--- config.mk ---
export PLATFORM = sky130hd
export DESIGN_NAME = hber_monitor
export DESIGN_NICKNAME = d
export VERILOG_FILES = /design/src/rtl/hber_pkg.sv /design/src/rtl/hber_window_timer.sv /design/src/rtl/hber_err_counter.sv /design/src/rtl/hber_flag_ctl.sv /design/src/rtl/hber_monitor.sv
export SDC_FILE = /design/constraint.sdc
export NUM_CORES = 1
export LEC_CHECK = 0
export BUFFER_PORTS_ARGS = -buffer_cell sky130_fd_sc_hd__buf_2
export CORE_MARGIN = 3
export CORE_UTILIZATION = 40
export CTS_CLUSTER_DIAMETER = 150
export CTS_CLUSTER_SIZE = 24
export DETAILED_ROUTE_END_ITERATION = 16
export PLACE_DENSITY_LB_ADDON = 0.25
export SYNTH_ARGS = -nofsm -noshare
export SYNTH_HDL_FRONTEND = slang
export SYNTH_SLANG_ARGS = --single-unit
--- constraint.sdc ---
create_clock -name clk -period 2.25 [get_ports clk]
set_input_delay 0.3375 -clock clk [delete_from_list [all_inputs] [get_ports clk]]
set_output_delay 0.3375 -clock clk [all_outputs]
set_load 0.03 [all_outputs]
--- src/rtl/hber_pkg.sv ---
package hber_pkg;

    // Two-bit block header codes
    typedef enum logic [1:0] {
        SH_ILL_LO = 2'b00,
        SH_DATA   = 2'b01,
        SH_CTRL   = 2'b10,
        SH_ILL_HI = 2'b11
    } sync_hdr_e;

    // One header sample as seen at the block input
    typedef struct packed {
        logic      vld;
        sync_hdr_e code;
    } hdr_sample_t;

    // Monitor state that gates all counting
    typedef enum logic {
        MON_IDLE = 1'b0,
        MON_RUN  = 1'b1
    } mon_state_e;

    function automatic logic hdr_is_bad(input sync_hdr_e code);
        return (code == SH_ILL_LO) || (code == SH_ILL_HI);
    endfunction

    function automatic logic sample_is_hit(input hdr_sample_t s, input mon_state_e st);
        return (st == MON_RUN) && s.vld && hdr_is_bad(s.code);
    endfunction

endpackage

--- src/rtl/hber_window_timer.sv ---
module hber_window_timer
    import hber_pkg::*;
#(
    parameter int WIN_CYCLES = 19532,
    localparam int WIN_W     = (WIN_CYCLES > 2) ? $clog2(WIN_CYCLES) : 1
) (
    input  logic             clk,
    input  logic             rst,
    input  mon_state_e       state_i,
    output logic             win_end_o,
    output logic [WIN_W-1:0] win_cnt_o
);

    localparam logic [WIN_W-1:0] LAST = WIN_W'(WIN_CYCLES - 1);

    logic [WIN_W-1:0] pos_q;
    logic             at_last;

    assign at_last   = (pos_q == LAST);
    assign win_end_o = (state_i == MON_RUN) && at_last;
    assign win_cnt_o = pos_q;

    always_ff @(posedge clk) begin
        if (rst || state_i == MON_IDLE) begin
            pos_q <= '0;
        end else if (at_last) begin
            pos_q <= '0;
        end else begin
            pos_q <= pos_q + 1'b1;
        end
    end

endmodule

--- src/rtl/hber_err_counter.sv ---
module hber_err_counter
    import hber_pkg::*;
#(
    parameter int CNT_W = 5
) (
    input  logic             clk,
    input  logic             rst,
    input  mon_state_e       state_i,
    input  logic             win_end_i,
    input  logic             hit_i,
    output logic [CNT_W-1:0] cnt_o,
    output logic [CNT_W-1:0] cnt_nxt_o
);

    localparam logic [CNT_W-1:0] CNT_MAX = '1;

    logic [CNT_W-1:0] cnt_q;
    logic [CNT_W-1:0] inc;

    // Saturating increment: the count sticks at all-ones
    always_comb begin
        if (cnt_q == CNT_MAX) begin
            inc = cnt_q;
        end else begin
            inc = cnt_q + 1'b1;
        end
        cnt_nxt_o = hit_i ? inc : cnt_q;
    end

    always_ff @(posedge clk) begin
        if (rst || state_i == MON_IDLE) begin
            cnt_q <= '0;
        end else if (win_end_i) begin
            cnt_q <= '0;
        end else begin
            cnt_q <= cnt_nxt_o;
        end
    end

    assign cnt_o = cnt_q;

endmodule

--- src/rtl/hber_flag_ctl.sv ---
module hber_flag_ctl
    import hber_pkg::*;
#(
    parameter int THRESH = 16,
    parameter int CNT_W  = 5
) (
    input  logic             clk,
    input  logic             rst,
    input  mon_state_e       state_i,
    input  logic             win_end_i,
    input  logic [CNT_W-1:0] cnt_nxt_i,
    output logic             flag_o
);

    localparam logic [CNT_W-1:0] THR_V = CNT_W'(THRESH);

    logic flag_q;
    logic over;

    assign over = (cnt_nxt_i > THR_V);

    always_ff @(posedge clk) begin
        if (rst || state_i == MON_IDLE) begin
            flag_q <= 1'b0;
        end else if (win_end_i) begin
            flag_q <= over;
        end else if (over) begin
            flag_q <= 1'b1;
        end
    end

    assign flag_o = flag_q;

endmodule

--- src/rtl/hber_monitor.sv ---
module hber_monitor
    import hber_pkg::*;
#(
    parameter int WIN_CYCLES = 19532,
    parameter int THRESH     = 16,
    localparam int CNT_W     = $clog2(THRESH + 2),
    localparam int WIN_W     = (WIN_CYCLES > 2) ? $clog2(WIN_CYCLES) : 1
) (
    input  logic       clk,
    input  logic       rst,
    input  logic       blk_lock_i,
    input  logic       hdr_vld_i,
    input  logic [1:0] hdr_i,
    output logic       hi_ber_o
);

    mon_state_e       state;
    hdr_sample_t      smp;
    logic             hit;
    logic             win_end;
    logic [WIN_W-1:0] win_cnt;
    logic [CNT_W-1:0] err_cnt;
    logic [CNT_W-1:0] err_nxt;

    assign state = blk_lock_i ? MON_RUN : MON_IDLE;
    assign smp   = '{vld: hdr_vld_i, code: sync_hdr_e'(hdr_i)};
    assign hit   = sample_is_hit(smp, state);

    hber_window_timer #(
        .WIN_CYCLES(WIN_CYCLES)
    ) u_timer (
        .clk      (clk),
        .rst      (rst),
        .state_i  (state),
        .win_end_o(win_end),
        .win_cnt_o(win_cnt)
    );

    hber_err_counter #(
        .CNT_W(CNT_W)
    ) u_count (
        .clk      (clk),
        .rst      (rst),
        .state_i  (state),
        .win_end_i(win_end),
        .hit_i    (hit),
        .cnt_o    (err_cnt),
        .cnt_nxt_o(err_nxt)
    );

    hber_flag_ctl #(
        .THRESH(THRESH),
        .CNT_W (CNT_W)
    ) u_flag (
        .clk      (clk),
        .rst      (rst),
        .state_i  (state),
        .win_end_i(win_end),
        .cnt_nxt_i(err_nxt),
        .flag_o   (hi_ber_o)
    );

endmodule

==> flow_metrics.tcl <==
set metrics [dict create \
    vias 761 \
    period_share_pct 80.4 \
    path_class "reg2reg" \
    worst_r2r_path_depth 4 \
    p_leak_nw 0.378 \
    ys_seq_area_share_pct 43.3 \
    drtIter0Drc 20 \
    grt_overflow_total 0 \
    power.total_mw 0.581 \
    drt_pre_antenna_iters 4 \
    synth.distinct_cells 30 \
    initial_core_util_pct 43.1 \
    drt-total-wl_um 1670 \
    max_slew_margin_pct 66.9 \
    clk_latency_ps 290 \
    combPwrFrac_pct 5.0 \
    postSynthAreaPerCell_um2 8.83 \
    antenna_found_initial 0 \
    antennaDiodeCount 0 \
    hold_buffers 0 \
    syn_nets 118 \
    critPathCaptureType "flop" \
    grt_usage_pct 11.6 \
    arrival_ps 1980 \
    clock_skew_ps 3.78 \
    portBuffers 6 \
    met2_usage_pct 17.6 \
    powerDensity_nw_per_um2 553 \
    endpoint "u_flag.flag_o" \
    hpwl_um 1200 \
    clkTransAtPathRegs_ps 110 \
    cap_viol_max_count 0 \
    r2r_start "u_timer.win_cnt_o[0]" \
    finalSetupViolations 0 \
    fin_crit_ps 1810 \
    clockPowerShare_pct 30.2 \
    cts-root-buf "clkbuf_4" \
    top_usage_layer "met2" \
    core_um2 2250 \
    drive_above_1_share_pct 12.0 \
    hold_viol_final 0 \
    final.setup.tns_ps 0 \
    htree_levels 1 \
    synth_edf_count 0 \
    synth-main-ff-cell "dfxtp_1" \
    area_delta_synth_final_pct 8.25 \
    swShare_pct 21.6 \
    required_ps 2420 \
    grt_pass1_wl_um 2930 \
    worstPathMaxFanout 21 \
    die_h_um 55.3 \
    clk_path_buf_depth 2 \
    grt_max_degree 22 \
    p_sw_mw 0.126 \
    gp_congestion 0.718 \
    synthArstFlopShare_pct 0 \
    ir_drop_v 0.000352 \
    netlist_area_um2 971 \
    postCtsSetupBuffers 0 \
    drt-vias-per-instance 5.25 \
    fmax_ghz 0.553 \
    regToRegSetupSlack_ps 440 \
    use_met3_pct 2.57 \
    die_x_um 55.3 \
    grt_pass1_vias 681 \
    hold_class "in2reg" \
    drtAntennaViolNets 0 \
    worst_pin_slew_ps 492 \
    clock-sinks 21 \
    rr_endpoint "u_flag.flag_o" \
    intPower_mw 0.456 \
    critPathLaunchType "flop" \
    synth-warning-count 0 \
    post-route-drc-count 0 \
    use_met1_pct 15.7 \
    ys_ff_latch 21 \
    die_area_um2 3050 \
    final_nets 126 \
    cp_cell_sequence "ha_1, nor4b_1, a31o_2, o32ai_1" \
    cts_made_buffers 3 \
    rows 17 \
    worstSetupStartpoint "u_timer.win_cnt_o[0]" \
    slowest_stage "a31o_2" \
    cts_tree "yes" \
    seq_power_share_pct 64.8 \
    routedWlPerCell_um 11.5 \
    slowest_delay_ps 490 \
    rsz0062_at_grt "no" \
    outcome "complete, no violations" \
    syn_inst 110 \
    slew_violations 0 \
    io_pins 7 \
    ctsResizeCount 0 \
]
==> synth_stat cells (2+ instances only) <==
cell      instances  area, um^2
or3_2             2        15.0
nor4b_1           2        17.5
xnor2_1           7        61.3
clkbuf_1          3        11.3
ha_1              2        25.0
and3_1            5        31.3
xor2_1            8        70.1
nand4_1           3        18.8
nand2_1           8        30.0
a31oi_1           2        12.5
dfxtp_1          21         420
a41oi_1           2        17.5
nand3_1           7        35.0
inv_1             2        7.51
nor2_1           20        75.1
nor3_1            2        10.0
==> sequential cells by signal (all words and copies together) (netlist names) <==
signal,count
u_timer.win_cnt_o,15
u_flag.flag_o,1
u_count.cnt_o,5
==> layout make-up <==
class | count | area [um^2]
clock buffers | 4 | 26.3
repair buffers | 6 | 30.0
multi-input cells | 84 | 532
fillers | 240 | 1200
well taps | 28 | 35.0
inverters | 2 | 7.51
flip-flops and latches | 21 | 420
==> worst min path at each step <==
| stage | start | end | slack (ps) | cells after the start |
|---|---|---|---|---|
| after detailed placement | u_flag.flag_o | u_flag.flag_o | 450 | 2 |
| after CTS | rst | u_flag.flag_o | 380 | 3 |
| after global routing | rst | u_flag.flag_o | 400 | 3 |
| after floorplan | u_timer.win_cnt_o[0] | u_timer.win_cnt_o[0] | 440 | 1 |
| final | rst | u_flag.flag_o | 400 | 3 |
| after global placement | u_flag.flag_o | u_flag.flag_o | 450 | 2 |
==> layout by cell type, fill, tap and decap left out, drive strengths merged, types with 2 or more instances in the layout <==
master | Yosys | layout
xor2 | 8 | 8
nand3 | 7 | 7
nor2 | 20 | 20
and3 | 6 | 6
and4 | 2 | 2
nand2 | 8 | 8
ha | 2 | 2
clkbuf | 3 | 4
dfxtp | 21 | 21
nor3 | 2 | 2
buf | 0 | 6
nor4b | 2 | 2
nand4 | 3 | 3
inv | 2 | 2
a31oi | 2 | 2
a41oi | 2 | 2
or3 | 3 | 3
xnor2 | 7 | 7
==> cell families (layout without fill, tap and decap cells) <==
kind of cell,after synthesis,count (layout),share of synthesized area (%)
xor gates and xnor gates,15,15,13.5
DFF,21,21,43.3
and+or+nand+nor,57,57,30.5
AOI/OAI and AO/OA,9,9,7.09
muxes,1,1,1.03
adders and majority gates,2,2,2.58
buffers and inverters,5,12,1.93
==> critical path: cells and delay by family (launching register included) <==
| family | cells | cell delay [ps] |
|---|---|---|
| AOI/OAI and AO/OA | 2 | 640 |
| adders and majority gates | 1 | 260 |
| DFF | 1 | 420 |
| and+or+nand+nor | 1 | 360 |
==> power groups by stage <==
stage               Combinational [mW]  Sequential (mW)  Clock [mW]
global route                    0.0332            0.377       0.195
detailed placement              0.0290            0.385           0
finish                          0.0288            0.377       0.176
floorplan                       0.0200            0.385           0
global placement                0.0280            0.385           0
CTS                             0.0294            0.377       0.182
==> per-stage QoR <==
step           std cells  hold WS [ps]  setup slack (ps)  util, %  area, um^2
6_report             145           395               442     46.6        1050
3_3_place_gp         141           448               501     45.4        1020
2_1_floorplan        110           438               613        -         971
4_1_cts              145           380               444     46.6        1050
5_1_grt              145           396               296     46.6        1050
3_5_place_dp         141           451               449     45.4        1020
==> layer usage <==
metal	routed length, um	vias to the layer above
met4	21	0
met5	0	-
met1	812	338
li1	-	400
met2	736	19
met3	95	4
Note: power is estimated with default switching activity, not from simulation.
